==> config.mk <==
export PLATFORM = sky130hd
export DESIGN_NAME = reg_stack
export DESIGN_NICKNAME = d
export VERILOG_FILES = /design/src/rtl/rstk_pkg.sv /design/src/rtl/rstk_req_arb.sv /design/src/rtl/rstk_ptr_flags.sv /design/src/rtl/rstk_store.sv /design/src/rtl/reg_stack.sv
export SDC_FILE = /design/constraint.sdc
export NUM_CORES = 1
export LEC_CHECK = 0
export BUFFER_PORTS_ARGS = -buffer_cell sky130_fd_sc_hd__buf_2
export CORE_ASPECT_RATIO = 0.8
export CORE_MARGIN = 2
export CORE_UTILIZATION = 62
export DETAILED_ROUTE_END_ITERATION = 7
export GPL_TIMING_DRIVEN = 0
export PLACE_DENSITY = 0.79
export SLEW_MARGIN = 10
export SYNTH_ARGS = -nofsm -noshare
export SYNTH_HDL_FRONTEND = slang
export SYNTH_SLANG_ARGS = --single-unit
==> constraint.sdc <==
create_clock -name clk -period 3.4 [get_ports clk]
set_clock_uncertainty 0.1 [all_clocks]
set_input_delay 0.34 -clock clk [delete_from_list [all_inputs] [get_ports clk]]
set_output_delay 0.34 -clock clk [all_outputs]
set_load 0.02 [all_outputs]
==> src/rtl/rstk_pkg.sv <==
package rstk_pkg;

    typedef enum logic [1:0] {
        OP_IDLE = 2'd0,
        OP_PUSH = 2'd1,
        OP_POP  = 2'd2
    } stk_op_e;

    typedef struct packed {
        logic ovf;
        logic unf;
        logic clash;
    } stk_err_t;

    localparam stk_err_t NO_ERR = '{ovf: 1'b0, unf: 1'b0, clash: 1'b0};

    function automatic stk_op_e pick_op(input logic push, input logic pop,
                                        input logic full, input logic empty);
        if (push && pop)     return OP_IDLE;
        if (push && !full)   return OP_PUSH;
        if (pop && !empty)   return OP_POP;
        return OP_IDLE;
    endfunction

    function automatic stk_err_t pick_err(input logic push, input logic pop,
                                          input logic full, input logic empty);
        stk_err_t e;
        e       = NO_ERR;
        e.clash = push && pop;
        e.ovf   = push && !pop && full;
        e.unf   = pop && !push && empty;
        return e;
    endfunction

endpackage

==> src/rtl/rstk_req_arb.sv <==
module rstk_req_arb
    import rstk_pkg::*;
(
    input  logic     clk,
    input  logic     rst,
    input  logic     push_req,
    input  logic     pop_req,
    input  logic     full,
    input  logic     empty,
    output stk_op_e  op,
    output stk_err_t err_q
);

    stk_err_t err_d;

    always_comb begin
        op    = pick_op(push_req, pop_req, full, empty);
        err_d = pick_err(push_req, pop_req, full, empty);
    end

    always_ff @(posedge clk) begin
        if (rst) err_q <= NO_ERR;
        else     err_q <= err_d;
    end


    p_no_overflow_r6: assert property (@(posedge clk) disable iff (rst)
        (push_req && !pop_req && full) |=> err_q.ovf);

    p_no_underflow_r7: assert property (@(posedge clk) disable iff (rst)
        (pop_req && !push_req && empty) |=> err_q.unf);

    p_clash_flag_r8: assert property (@(posedge clk) disable iff (rst)
        (push_req && pop_req) |=> err_q.clash);
    p_one_error_r8: assert property (@(posedge clk) disable iff (rst)
        $onehot0({err_q.ovf, err_q.unf, err_q.clash}));

endmodule

==> src/rtl/rstk_ptr_flags.sv <==
module rstk_ptr_flags
    import rstk_pkg::*;
#(
    parameter int PTR_W = 6
) (
    input  logic             clk,
    input  logic             rst,
    input  stk_op_e          op,
    output logic [PTR_W-1:0] sp,
    output logic             full,
    output logic             empty
);

    localparam logic [PTR_W-1:0] ONE  = PTR_W'(1);
    localparam logic [PTR_W-1:0] ZERO = '0;
    localparam logic [PTR_W-1:0] TOP  = '1;

    logic [PTR_W-1:0] sp_inc;
    logic [PTR_W-1:0] sp_dec;

    always_comb begin
        sp_inc = sp + ONE;
        sp_dec = sp - ONE;
    end

    always_ff @(posedge clk) begin
        if (rst) begin
            sp    <= ZERO;
            full  <= 1'b0;
            empty <= 1'b1;
        end else begin
            unique case (op)
                OP_PUSH: begin
                    sp    <= sp_inc;
                    full  <= (sp_inc == ZERO);
                    empty <= 1'b0;
                end
                OP_POP: begin
                    sp    <= sp_dec;
                    empty <= (sp_dec == ZERO);
                    full  <= 1'b0;
                end
                default: ;
            endcase
        end
    end


    p_flags_excl_r10: assert property (@(posedge clk) disable iff (rst)
        !(full && empty));

    p_push_step_r2: assert property (@(posedge clk) disable iff (rst)
        (op == OP_PUSH) |=> (sp == PTR_W'($past(sp) + ONE)) && !empty);

    p_pop_step_r4: assert property (@(posedge clk) disable iff (rst)
        (op == OP_POP) |=> (sp == PTR_W'($past(sp) - ONE)) && !full);

    p_wrap_full_r3: assert property (@(posedge clk) disable iff (rst)
        (op == OP_PUSH && sp == TOP) |=> full && (sp == ZERO));

    p_land_empty_r5: assert property (@(posedge clk) disable iff (rst)
        (op == OP_POP && sp == ONE) |=> empty && (sp == ZERO));

    p_idle_hold_r8: assert property (@(posedge clk) disable iff (rst)
        (op == OP_IDLE) |=> $stable(sp) && $stable(full) && $stable(empty));

endmodule

==> src/rtl/rstk_store.sv <==
module rstk_store
    import rstk_pkg::*;
#(
    parameter int DATA_W = 8,
    parameter int PTR_W  = 6
) (
    input  logic              clk,
    input  logic              rst,
    input  stk_op_e           op,
    input  logic [PTR_W-1:0]  sp,
    input  logic [DATA_W-1:0] push_data,
    output logic [DATA_W-1:0] pop_data
);

    localparam int DEPTH = 1 << PTR_W;

    logic [DATA_W-1:0] slots [DEPTH];
    logic [PTR_W-1:0]  wr_at;

    always_comb wr_at = sp + PTR_W'(1);

    always_ff @(posedge clk) begin
        if (op == OP_PUSH) slots[wr_at] <= push_data;
    end

    always_ff @(posedge clk) begin
        if (rst)               pop_data <= '0;
        else if (op == OP_POP) pop_data <= slots[sp];
    end


    p_dout_hold_r10: assert property (@(posedge clk) disable iff (rst)
        (op != OP_POP) |=> $stable(pop_data));

endmodule

==> src/rtl/reg_stack.sv <==
module reg_stack
    import rstk_pkg::*;
#(
    parameter int DATA_W = 8,
    parameter int PTR_W  = 6
) (
    input  logic              clk,
    input  logic              rst,
    input  logic              push_req,
    input  logic [DATA_W-1:0] push_data,
    input  logic              pop_req,
    output logic [DATA_W-1:0] pop_data,
    output logic [PTR_W-1:0]  sp,
    output logic              full,
    output logic              empty,
    output logic              ovf_err,
    output logic              unf_err,
    output logic              clash_err
);

    stk_op_e  op;
    stk_err_t err_q;

    rstk_req_arb u_arb (
        .clk      (clk),
        .rst      (rst),
        .push_req (push_req),
        .pop_req  (pop_req),
        .full     (full),
        .empty    (empty),
        .op       (op),
        .err_q    (err_q)
    );

    rstk_ptr_flags #(.PTR_W(PTR_W)) u_ptr (
        .clk   (clk),
        .rst   (rst),
        .op    (op),
        .sp    (sp),
        .full  (full),
        .empty (empty)
    );

    rstk_store #(.DATA_W(DATA_W), .PTR_W(PTR_W)) u_store (
        .clk       (clk),
        .rst       (rst),
        .op        (op),
        .sp        (sp),
        .push_data (push_data),
        .pop_data  (pop_data)
    );

    always_comb begin
        ovf_err   = err_q.ovf;
        unf_err   = err_q.unf;
        clash_err = err_q.clash;
    end


    p_reset_state_r1: assert property (@(posedge clk)
        $past(rst) |-> (sp == '0) && empty && !full && (pop_data == '0));

endmodule

-- After elaboration in Yosys (flattened, before gate mapping)
Memories as Yosys holds them, arrays and structs flattened. A register that Yosys moved wholly into a read port is not among the register bits.
Index checks and enable logic that the tools add are counted.
- flip-flop bits (word level): 11
- bits in writable memories: 512
- output and inout port bits: 19
- memories: 1
- memories (name ; words ; width ; rd ports ; clocked after Yosys merged registers in ; wr ports ; RTL line ; source):
    u_store.slots ; 64 ; 8 ; 1 ; 1 ; 1 ; rstk_store.sv:17 ; logic [DATA_W-1:0] slots [DEPTH];
- add/subtract/negate cells: 2
- eq/ne operators: 2
- multiplexer cells: 17
- reductions and logical operators: 14
- operator list (cell ; number):
    $logic_not 6->1 ; 2
    $mux 2 ; 6
    $pmux 6 s2 ; 1
    $mux 1 ; 8
    $logic_and 1x1->1 ; 7
    $add 6x1->6 const B ; 1
    $sub 6x1->6 const B ; 1
    $logic_not 1->1 ; 4
    $pmux 1 s2 ; 2
    $eq 2x1->1 const B ; 1
    $eq 2x2->1 const B ; 1
    $reduce_bool 2->1 ; 1

-- Logic depth before layout (Yosys ltp)
Gate-level depths: netlist (run 1).
- depth in word-level cells: 12
- depth in mapped cells: 9
- mapped depth without buffers: 6

-- Modules after synthesis
A second synthesis (run 1) with hierarchy kept.
- cells, all modules: 1054
- area total of the unflattened synthesis: 20855.0 um^2
- by module, submodules not included (module ; times used ; cells an instance ; area an instance (um^2) ; sequential area each (um^2)):
    rstk_store ; 1 ; 982 ; 20174.3 ; 15534.9
    rstk_ptr_flags ; 1 ; 64 ; 570.5 ; 160.2
    rstk_req_arb ; 1 ; 8 ; 110.1 ; 60.1

-- Worst setup path before layout (run 1)
No wires, ideal clock.
- kind: register to register
- start: register u_ptr.sp[0]
- end: memory u_store.slots[47][0], enable pin
- arrival time: 2.377 ns
- required time: 2.930 ns
- setup slack: 0.553 ns
- cell stages (with the launch flop): 9
- buffers on the path: 3
- period minus slack after synthesis: 2.847 ns
- path through: dfxtp_1 -> buf_6 -> buf_6 -> inv_2 -> buf_1 -> ha_1 -> nor2b_1 -> nand2_1 -> nor2_1
- word-level cells in the longest chain between the ends: 1
- RTL lines (what ; RTL line ; source):
    start, declared ; rstk_ptr_flags.sv:9 ; output logic [PTR_W-1:0] sp,
    start signal, assigned ; rstk_ptr_flags.sv:34 ; sp <= sp_inc;
    start signal, assigned ; rstk_ptr_flags.sv:39 ; sp <= sp_dec;
    $add 6x1->6 ; rstk_store.sv:20 ; always_comb wr_at = sp + PTR_W'(1);
    end, declared ; rstk_store.sv:17 ;
No other way between the ends.

-- Final worst setup path (run 1)
- start: register u_ptr.sp[0]
- end: memory u_store.slots[21][2], enable pin
The elaborated chain is that of the path after synthesis.

==> results of run 1 <==
==> through the flow <==
| stage | power (uW) | utilization (%) | cells | TNS (ns) |
|---|---|---|---|---|
| global placement | 8130 | 64.5 | 1517 | -147.69 |
| floorplan | 7850 | - | 1053 | 0 |
| CTS | 13300 | 71.5 | 1629 | 0 |
| finish | 13300 | 72.1 | 1635 | 0 |
| detailed placement | 8150 | 64.5 | 1517 | -146.62 |
| global route | 13600 | 72.1 | 1635 | -0.285 |
==> state kept, by name, indices dropped and copies added, names as in the netlist <==
signal,cells
u_ptr.full,1
u_store.slots,512
u_ptr.sp,6
u_arb.err_q,3
u_ptr.empty,1
u_store.pop_data,8
==> worst max-delay path by stage <==
stage / to / slack [ns]
final: u_store.slots[21][2] / 0.07
after global routing: u_store.slots[28][4] / -0.02
after CTS: u_store.slots[19][2] / 0.02
after detailed placement: u_store.slots[31][5] / -0.41
after global placement: u_store.slots[31][0] / -0.42
after floorplan: u_store.slots[47][0] / 0.55
==> cell usage after synthesis (all sizes together), types with 3 or more instances <==
cell,number
edfxtp,512
mux4,117
nor2,79
nand2,52
mux2i,43
buf,40
o22ai,31
a21oi,20
dfxtp,19
clkbuf,16
nor4,16
a211oi,14
mux2,14
o21ai,8
o31ai,8
xnor2,7
nor3,6
inv,5
nand3,5
ha,4
nand2b,4
nor2b,4
nor3b,3
==> worst max-delay path: cells and delay by family (launching register included) <==
kind,cells,cell delay [ns]
simple gates,3,1.05
fa+ha+maj,1,0.43
flops,1,0.47
buf+inv,4,0.90
==> power by group <==
group          internal (uW)  switching (uW)  total (uW)
clock network           2890            2330        5220
logic                    319             541         860
registers               7200            17.8        7210
total                  10400            2890       13300
==> routing by layer <==
layer	share of wire (%)	global-route usage (%)	wire [um]	vias to the layer above
met5	0	0	0	-
met4	2.7	7.30	1290	0
met3	9.8	6.23	4690	116
met2	47	42.8	22500	592
met1	40	40.6	19200	5677
li1	-	-	-	4559
==> area by class of cell <==
class	instances	area, um2	share of cell area, %
buffer	56	299	1.24
clock buffer	60	1310	5.44
clock inverter	31	201	0.836
inverter	5	18.8	0.0779
multi-input combinational	461	5390	22.4
sequential	531	15800	65.4
tap	434	543	2.25
timing repair buffer	57	571	2.37
==> kinds of logic after synthesis <==
kind of cell / count (synthesis) / synth area share [%]
compound gates: 92 / 2.91
xor+xnor: 8 / 0.336
fa+ha+maj: 4 / 0.240
buf+inv: 61 / 1.50
flops: 531 / 75.5
mux: 174 / 15.5
simple gates: 183 / 4.01
==> timing repair <==
item                       in CTS  in global routing
setup endpoints to repair     512                495
setup buffers                  18                  5
hold buffers                    3                  0
hold endpoints to repair        2                  0
gates resized for setup       143                 14
pin swaps                      16                  5
==> flow_summary_export.csv, run 1 <==
group,metric,value,unit
drt,wl,47.7,mm
grt,grt_pass1_vias,10858,
worst_hold_path,worstHoldPathType,"in2reg",
clock_tree,cts_made_buffers,49,
placed_design,post-dp-hpwl,28.9,mm
flow_run,max_cap_violations,0,
floorplan,die_h,168,um
synthesis,synth_top_area_cell,"edfxtp_1",
setup_path,path_class,"reg2reg",
finish,design_area,24100,um2
finish,final_common_cell,"edfxtp_1",
clock_tree,cts.sinks,531,
synthesis,ys_types,52,
finish,fin_nets,1177,
sta,clock.fmax,301,MHz
floorplan,die_area,35100,um2
synthesis,synth_warnings,0,
setup_path,cp_data_required_time,3.52,ns
sta,timing.hold.ws,0.0901,ns
setup_path,critical-path-max-stage-delay,0.47,ns
sta,fin_ws,0.0742,ns
finish,layout-drive-gt1-share,31.7,%
sta,setup_viol,0,
floorplan,ios,31,
clock_tree,clk_latency,0.58,ns
drt,vias_per_cell,6.69,
floorplan,die_w,209,um
synthesis,synth_area_leaders,"edfxtp_1, mux4_2, mux2i_1, dfxtp_1, nor2_1",
floorplan,rows,60,
worst_hold_path,hold_depth,3,
floorplan,core-area,33400,um2
synthesis,netlist_area,20900,um2
grt,gr-total-overflow,0,
floorplan,initial_core_util,62.5,%
synthesis,netlist_instances,1053,
setup_path,cp_slowest_cell,"dfxtp_2",
synthesis,seq_area_frac_synth,75.5,%
sta,slew_headroom,17.2,%
finish,area_growth,15.5,%
setup_path,start_kind,"flop",
drt,route.detailed.drc,0,
drt,drtPass1Iterations,5,
setup_path,worstReg2RegEnd,"u_store.slots[21][2]",
run_status,status,"finished, final reports clean",
grt,grt_usage,27.6,%
clock_tree,root_buffer,"clkbuf_16",
setup_path,path_max_fanout,10,
clock_tree,clock_path_buffers,3,
clock_tree,clkSlewWorstSetupHoldPaths,0.07,ns
sta,finalCritPeriodShare,97.8,%
clock_tree,cts_tree,"yes",
synthesis,yosys_register_bits,531,
sta,slew_violations,0,
drt,route.vias.total,10944,
setup_path,r2r_slack,0.07,ns
placed_design,placed_area,21600,um2
pwr,p_per_area,552,nW/um2
grt,grt_pass1_wl,69.7,mm
placed_design,portBuffers,30,
placed_design,gp_congestion,0.987,
setup_path,ff2ff_path_depth,8,
grt,grt_antenna_before_repair,0,
setup_path,worstPathArrival,3.45,ns
sta,period_needed,3.33,ns
drt,drt-initial-drc-count,1464,
clock_tree,cts_htree_levels,2,
drt,wl_per_cell,29.2,um
finish,fill_cells,1912,
worst_hold_path,hp-start,"rst",
sta,worstMarginPinSlew,1.24,ns
finish,layout_common_cells,"edfxtp_1, mux4_2, nor2_4",
drt,ant_nets,0,
synthesis,syn_nets,1069,
pwr,peakVddDrop,0.446,mV
grt,grt_max_degree,65,
synthesis,avgSynthCellArea,19.8,um2
setup_path,critPathLaunch,"u_ptr.sp[0]",
synthesis,async_flop_share,0,%
setup_path,crit_chain,"buf_6 > buf_6 > inv_2 > clkbuf_2 > ha_2 > nor2_1 > nand2_2 > nor2_4",
pwr,p_leak,0.00751,uW
finish,diodes,0,
synthesis,synth_top_area_share,73.7,%
synthesis,synthFlopType,"edfxtp_1",
worst_hold_path,holdPathEnd,"u_store.pop_data[7]",
synthesis,synth_edf_count,512,
setup_path,cpMostUsedCell,"buf_6",
setup_path,endpoint_kind,"flop",
setup_path,rr_startpoint,"u_ptr.sp[0]",
sta,hold_viol,0,
placed_design,dp_slack,-0.407,ns
Power figures use the tool's default switching activity.
==> run 2, diff against run 1 <==
- RECOVER_POWER: not set -> 25
==> flow_summary_export.csv, run 2 (synthesis results as in run 1) <==
group,metric,value,unit
run_status,status,"finished with violations",
run_status,violations,"capacitance limit, slew limit",
finish,design_area,24100,um2
clock_tree,clkSlewWorstSetupHoldPaths,0.07,ns
placed_design,dp.cells,1517,
clock_tree,clk_latency,0.57,ns
grt,grt_pass1_wl,69.7,mm
grt,grt_antenna_before_repair,0,
sta,slew_headroom,-92.9,%
clock_tree,cts.sinks,531,
finish,final_common_cell,"edfxtp_1",
clock_tree,cts_made_buffers,49,
finish,regMostFlops,"u_store.slots",
grt,grt_max_degree,65,
drt,wl_per_cell,29.2,um
drt,met1_length,19.2,mm
floorplan,die_h,168,um
worst_hold_path,worstHoldPathType,"in2reg",
drt,vias_per_cell,6.69,
placed_design,post-dp-hpwl,28.9,mm
finish,largest_reg_flops,512,
sta,fin_setup_tns,0,ns
finish,final_core_util,72.1,%
setup_path,start_kind,"flop",
drt,routed.top_layer,"met4",
floorplan,core-area,33400,um2
drt,ant_nets,0,
clock_tree,root_buffer,"clkbuf_16",
finish,fill_cells,1914,
placed_design,gp_congestion,0.987,
finish,biggestRegsByFlops,"u_store.slots: 512 flops, u_store.pop_data: 8 flops, u_ptr.sp: 6 flops",
finish,diodes,0,
grt,grt_usage,27.6,%
pwr,finalPower,13300,uW
sta,hold_viol,0,
placed_design,placed_area,21600,um2
setup_path,endpoint_kind,"flop",
drt,wl_met2,22.6,mm
drt,wl_met3,4.73,mm
floorplan,ios,31,
finish,area_growth,15.4,%
pwr,p_sw_share,21.7,%
grt,grt_pass1_vias,10858,
drt,drtPass1Iterations,8,
pwr,peakVddDrop,0.447,mV
setup_path,path_class,"reg2reg",
finish,fin_cells,1635,
setup_path,cp_data_required_time,3.53,ns
sta,clock.fmax,301,MHz
floorplan,die_w,209,um
sta,worstMarginPinSlew,2.89,ns
sta,period_needed,3.32,ns
drt,route.detailed.drc,0,
grt,gr-total-overflow,0,
pwr,comb_power_share,6.4,%
clock_tree,cts_tree,"yes",
setup_path,worstPathArrival,3.45,ns
drt,route.vias.total,10931,
sta,finalCritPeriodShare,97.7,%
placed_design,portBuffers,30,
pwr,power_frac_seq,54.3,%
clock_tree,cts_htree_levels,2,
clock_tree,clock_path_buffers,3,
pwr,p_switching,2890,uW
floorplan,rows,60,
flow_run,max_cap_violations,6,
setup_path,path_max_fanout,10,
finish,fin_nets,1177,
drt,wl,47.7,mm
pwr,p_per_area,553,nW/um2
pwr,pwr-share-clk,39.3,%
sta,slew_violations,390,
finish,layout-drive-gt1-share,31.1,%
pwr,p_int,10400,uW
drt,drt-initial-drc-count,1464,
sta,setup_viol,0,
floorplan,initial_core_util,62.5,%
floorplan,die_area,35100,um2
finish,layout_common_cells,"edfxtp_1, mux4_2, nor2_4",
pwr,p_leak,0.00749,uW
run 2: path summary, 6_finish.rpt:
kind	start	endpoint	slack, ns	depth (start not counted)
max	u_ptr.sp[0]	u_store.slots[21][2]	0.08	8
min	rst	u_store.pop_data[7]	0.09	3
max reg2reg	u_ptr.sp[0]	u_store.slots[21][2]	0.08	8
min reg2reg	u_store.pop_data[1]	u_store.pop_data[1]	0.37	2
run 2: layout make-up:
type	instances	area (um2)	area share [%]
Multi-Input combinational cell	461	5390	22.4
Timing Repair Buffer	57	559	2.32
Tap cell	434	543	2.25
Sequential cell	531	15800	65.4
Clock inverter	31	201	0.836
Buffer	56	299	1.24
Inverter	5	18.8	0.0779
Clock buffer	60	1310	5.44
run 2: worst max-delay path, stage by stage, from the launching register on:
cell      delay (ns)
dfxtp_2         0.47
buf_6           0.24
buf_6           0.23
inv_2           0.16
clkbuf_2        0.27
ha_2            0.42
nor2_1          0.26
nand2_2         0.34
nor2_4          0.45
run 2: repair_timing:
item	CTS	global route
endpoints found under the setup margin	512	495
resized for setup	143	14
buffers inserted	18	5
hold buffers	3	0
pin swaps	16	5
endpoints found under the hold margin	2	0
run 2: through the flow:
step	setup slack (ns)	hold slack, ns
after global routing	-0.0235	0.106
after floorplan	0.553	0.316
after global placement	-0.417	0.341
final	0.0767	0.0884
after detailed placement	-0.407	0.351
after CTS	0.0247	0.0813
run 2: power groups by stage:
stage	clock network [uW]	logic (uW)	registers (uW)
after floorplan	0	496	7360
after global placement	0	780	7350
after detailed placement	0	794	7360
after CTS	5250	835	7210
after global routing	5510	908	7220
final	5230	858	7220
run 2: per-layer routing:
layer | global-route usage [%] | up-vias
li1 | - | 4558
met4 | 7.30 | 0
met1 | 40.6 | 5670
met2 | 42.8 | 589
met5 | 0 | -
met3 | 6.23 | 114
==> run 3, diff against run 2 <==
==> constraint.sdc (replaced) <==
create_clock -name clk -period 3.4 [get_ports clk]
set_clock_uncertainty 0.1 [all_clocks]
set_input_delay 1.02 -clock clk [delete_from_list [all_inputs] [get_ports clk]]
set_output_delay 1.02 -clock clk [all_outputs]
set_load 0.02 [all_outputs]
==> flow_summary_export.csv, run 3 (synthesis results as in run 1) <==
group,metric,value,unit
finish,final_common_cell,"edfxtp_1",
finish,largest_reg_flops,512,
grt,grt_pass1_vias,10849,
placed_design,gp_congestion,0.987,
floorplan,rows,60,
placed_design,post-dp-hpwl,28.9,mm
run_status,violations,"capacitance limit, slew limit",
clock_tree,clock_path_buffers,3,
drt,routed.top_layer,"met4",
floorplan,core-area,33400,um2
drt,drtPass1Iterations,6,
worst_hold_path,holdPathEnd,"u_store.pop_data[2]",
finish,multiInputGateArea,5390,um2
pwr,peakVddDrop,0.445,mV
setup_path,path_max_fanout,10,
drt,route.detailed.drc,0,
clock_tree,cts_made_buffers,49,
sta,finalCritPeriodShare,97.6,%
setup_path,path_class,"reg2reg",
drt,wl_met3,4.36,mm
clock_tree,cts_htree_levels,2,
drt,wl_per_cell,29.2,um
finish,regArea,15800,um2
setup_path,worstPathArrival,3.45,ns
grt,gr-total-overflow,0,
clock_tree,cts_hold_buf,0,
drt,ant_nets,0,
finish,final_core_util,72.0,%
finish,biggestRegsByFlops,"u_store.slots: 512 flops, u_store.pop_data: 8 flops, u_ptr.sp: 6 flops",
drt,drt-initial-drc-count,1627,
worst_hold_path,hold_depth,2,
floorplan,die_w,209,um
sta,period_needed,3.32,ns
sta,slew_violations,65,
sta,hold_viol,0,
pwr,p_per_area,553,nW/um2
drt,vias_per_cell,6.71,
finish,diodes,0,
setup_path,worstReg2RegEnd,"u_store.slots[21][2]",
grt,grt_antenna_before_repair,0,
run_status,status,"finished with violations",
finish,regMostFlops,"u_store.slots",
grt,grt_usage,27.5,%
grt,grt_pass1_wl,69.7,mm
floorplan,die_h,168,um
setup_path,cp_data_required_time,3.53,ns
sta,worstMarginPinSlew,2.44,ns
finish,layout-drive-gt1-share,31.6,%
setup_path,r2r_slack,0.08,ns
floorplan,die_area,35100,um2
sta,clock.fmax,301,MHz
floorplan,initial_core_util,62.5,%
setup_path,endpoint_kind,"flop",
finish,area_growth,15.3,%
drt,met1_length,19.6,mm
grt,grt_max_degree,65,
worst_hold_path,worstHoldPathType,"reg2reg",
clock_tree,cts_tree,"yes",
setup_path,ff2ff_path_depth,8,
drt,wl_met2,22.6,mm
floorplan,ios,31,
setup_path,rr_startpoint,"u_ptr.sp[0]",
placed_design,portBuffers,30,
clock_tree,root_buffer,"clkbuf_16",
finish,fill_cells,1918,
clock_tree,clkSlewWorstSetupHoldPaths,0.07,ns
worst_hold_path,hp-start,"u_store.pop_data[2]",
drt,wl,47.7,mm
setup_path,start_kind,"flop",
sta,fin_setup_tns,0,ns
sta,setup_viol,0,
finish,fin_nets,1174,
sta,slew_headroom,-62.7,%
flow_run,max_cap_violations,1,
finish,layout_common_cells,"edfxtp_1, mux4_2, nor2_4",
drt,route.vias.total,10954,
clock_tree,clk_latency,0.57,ns
clock_tree,cts.sinks,531,
pwr,p_leak,0.00749,uW
-- run 3: area by class of cell --
cell class                      count  area share (%)
Sequential cell                   531            65.5
Inverter                            5          0.0780
Multi-Input combinational cell    461            22.4
Buffer                             56            1.24
Timing Repair Buffer               54            2.23
Clock buffer                       60            5.45
Tap cell                          434            2.26
Clock inverter                     31           0.837
-- run 3: report_power, final --
| group | internal [uW] | switching (uW) | total, uW | leakage, uW |
|---|---|---|---|---|
| clock | 2890 | 2340 | 5230 | 0.000735 |
| combinational | 316 | 540 | 857 | 0.00200 |
| sequential | 7200 | 18.1 | 7220 | 0.00476 |
| total | 10400 | 2900 | 13300 | 0.00749 |
-- run 3: per-layer routing --
| layer | up-vias | global-route usage, % |
|---|---|---|
| met5 | - | 0 |
| met4 | 0 | 7.30 |
| met3 | 110 | 6.23 |
| met2 | 603 | 42.7 |
| met1 | 5689 | 40.6 |
| li1 | 4552 | - |
-- run 3: what timing repair did --
item / CTS / global route
setup buffers: 18 / 5
resized for setup: 143 / 14
endpoints found under the setup margin: 512 / 495
pin swaps: 16 / 5
-- run 3: worst max path at each step --
stage | start | endpoint | slack, ns | depth (start not counted)
finish | u_ptr.sp[0] | u_store.slots[21][2] | 0.08 | 8
global route | u_ptr.sp[1] | u_store.slots[28][4] | -0.02 | 7
CTS | u_ptr.sp[0] | u_store.slots[19][2] | 0.02 | 8
detailed placement | u_ptr.sp[0] | u_store.slots[31][5] | -0.41 | 8
global placement | u_ptr.sp[0] | u_store.slots[31][0] | -0.42 | 8
floorplan | u_ptr.sp[0] | u_store.slots[47][0] | 0.55 | 8
-- run 3: through the flow --
step | total power (uW) | instances | instance area (um2) | hold slack, ns | setup WS [ns]
floorplan | 7850 | 1053 | 20900 | 0.437 | 0.553
global placement | 8130 | 1517 | 21600 | 0.341 | -0.417
detailed placement | 8150 | 1517 | 21600 | 0.351 | -0.407
CTS | 13300 | 1626 | 23900 | 0.366 | 0.0247
global route | 13600 | 1632 | 24100 | 0.402 | -0.0235
finish | 13300 | 1632 | 24100 | 0.370 | 0.0810
-- run 3: critical path, cell delays in order, from the launching register on --
cell and delay [ns]:
dfxtp_2 0.48, buf_6 0.24, buf_6 0.23, inv_2 0.16, clkbuf_2 0.27, ha_2 0.43
nor2_1 0.26, nand2_2 0.34, nor2_4 0.45
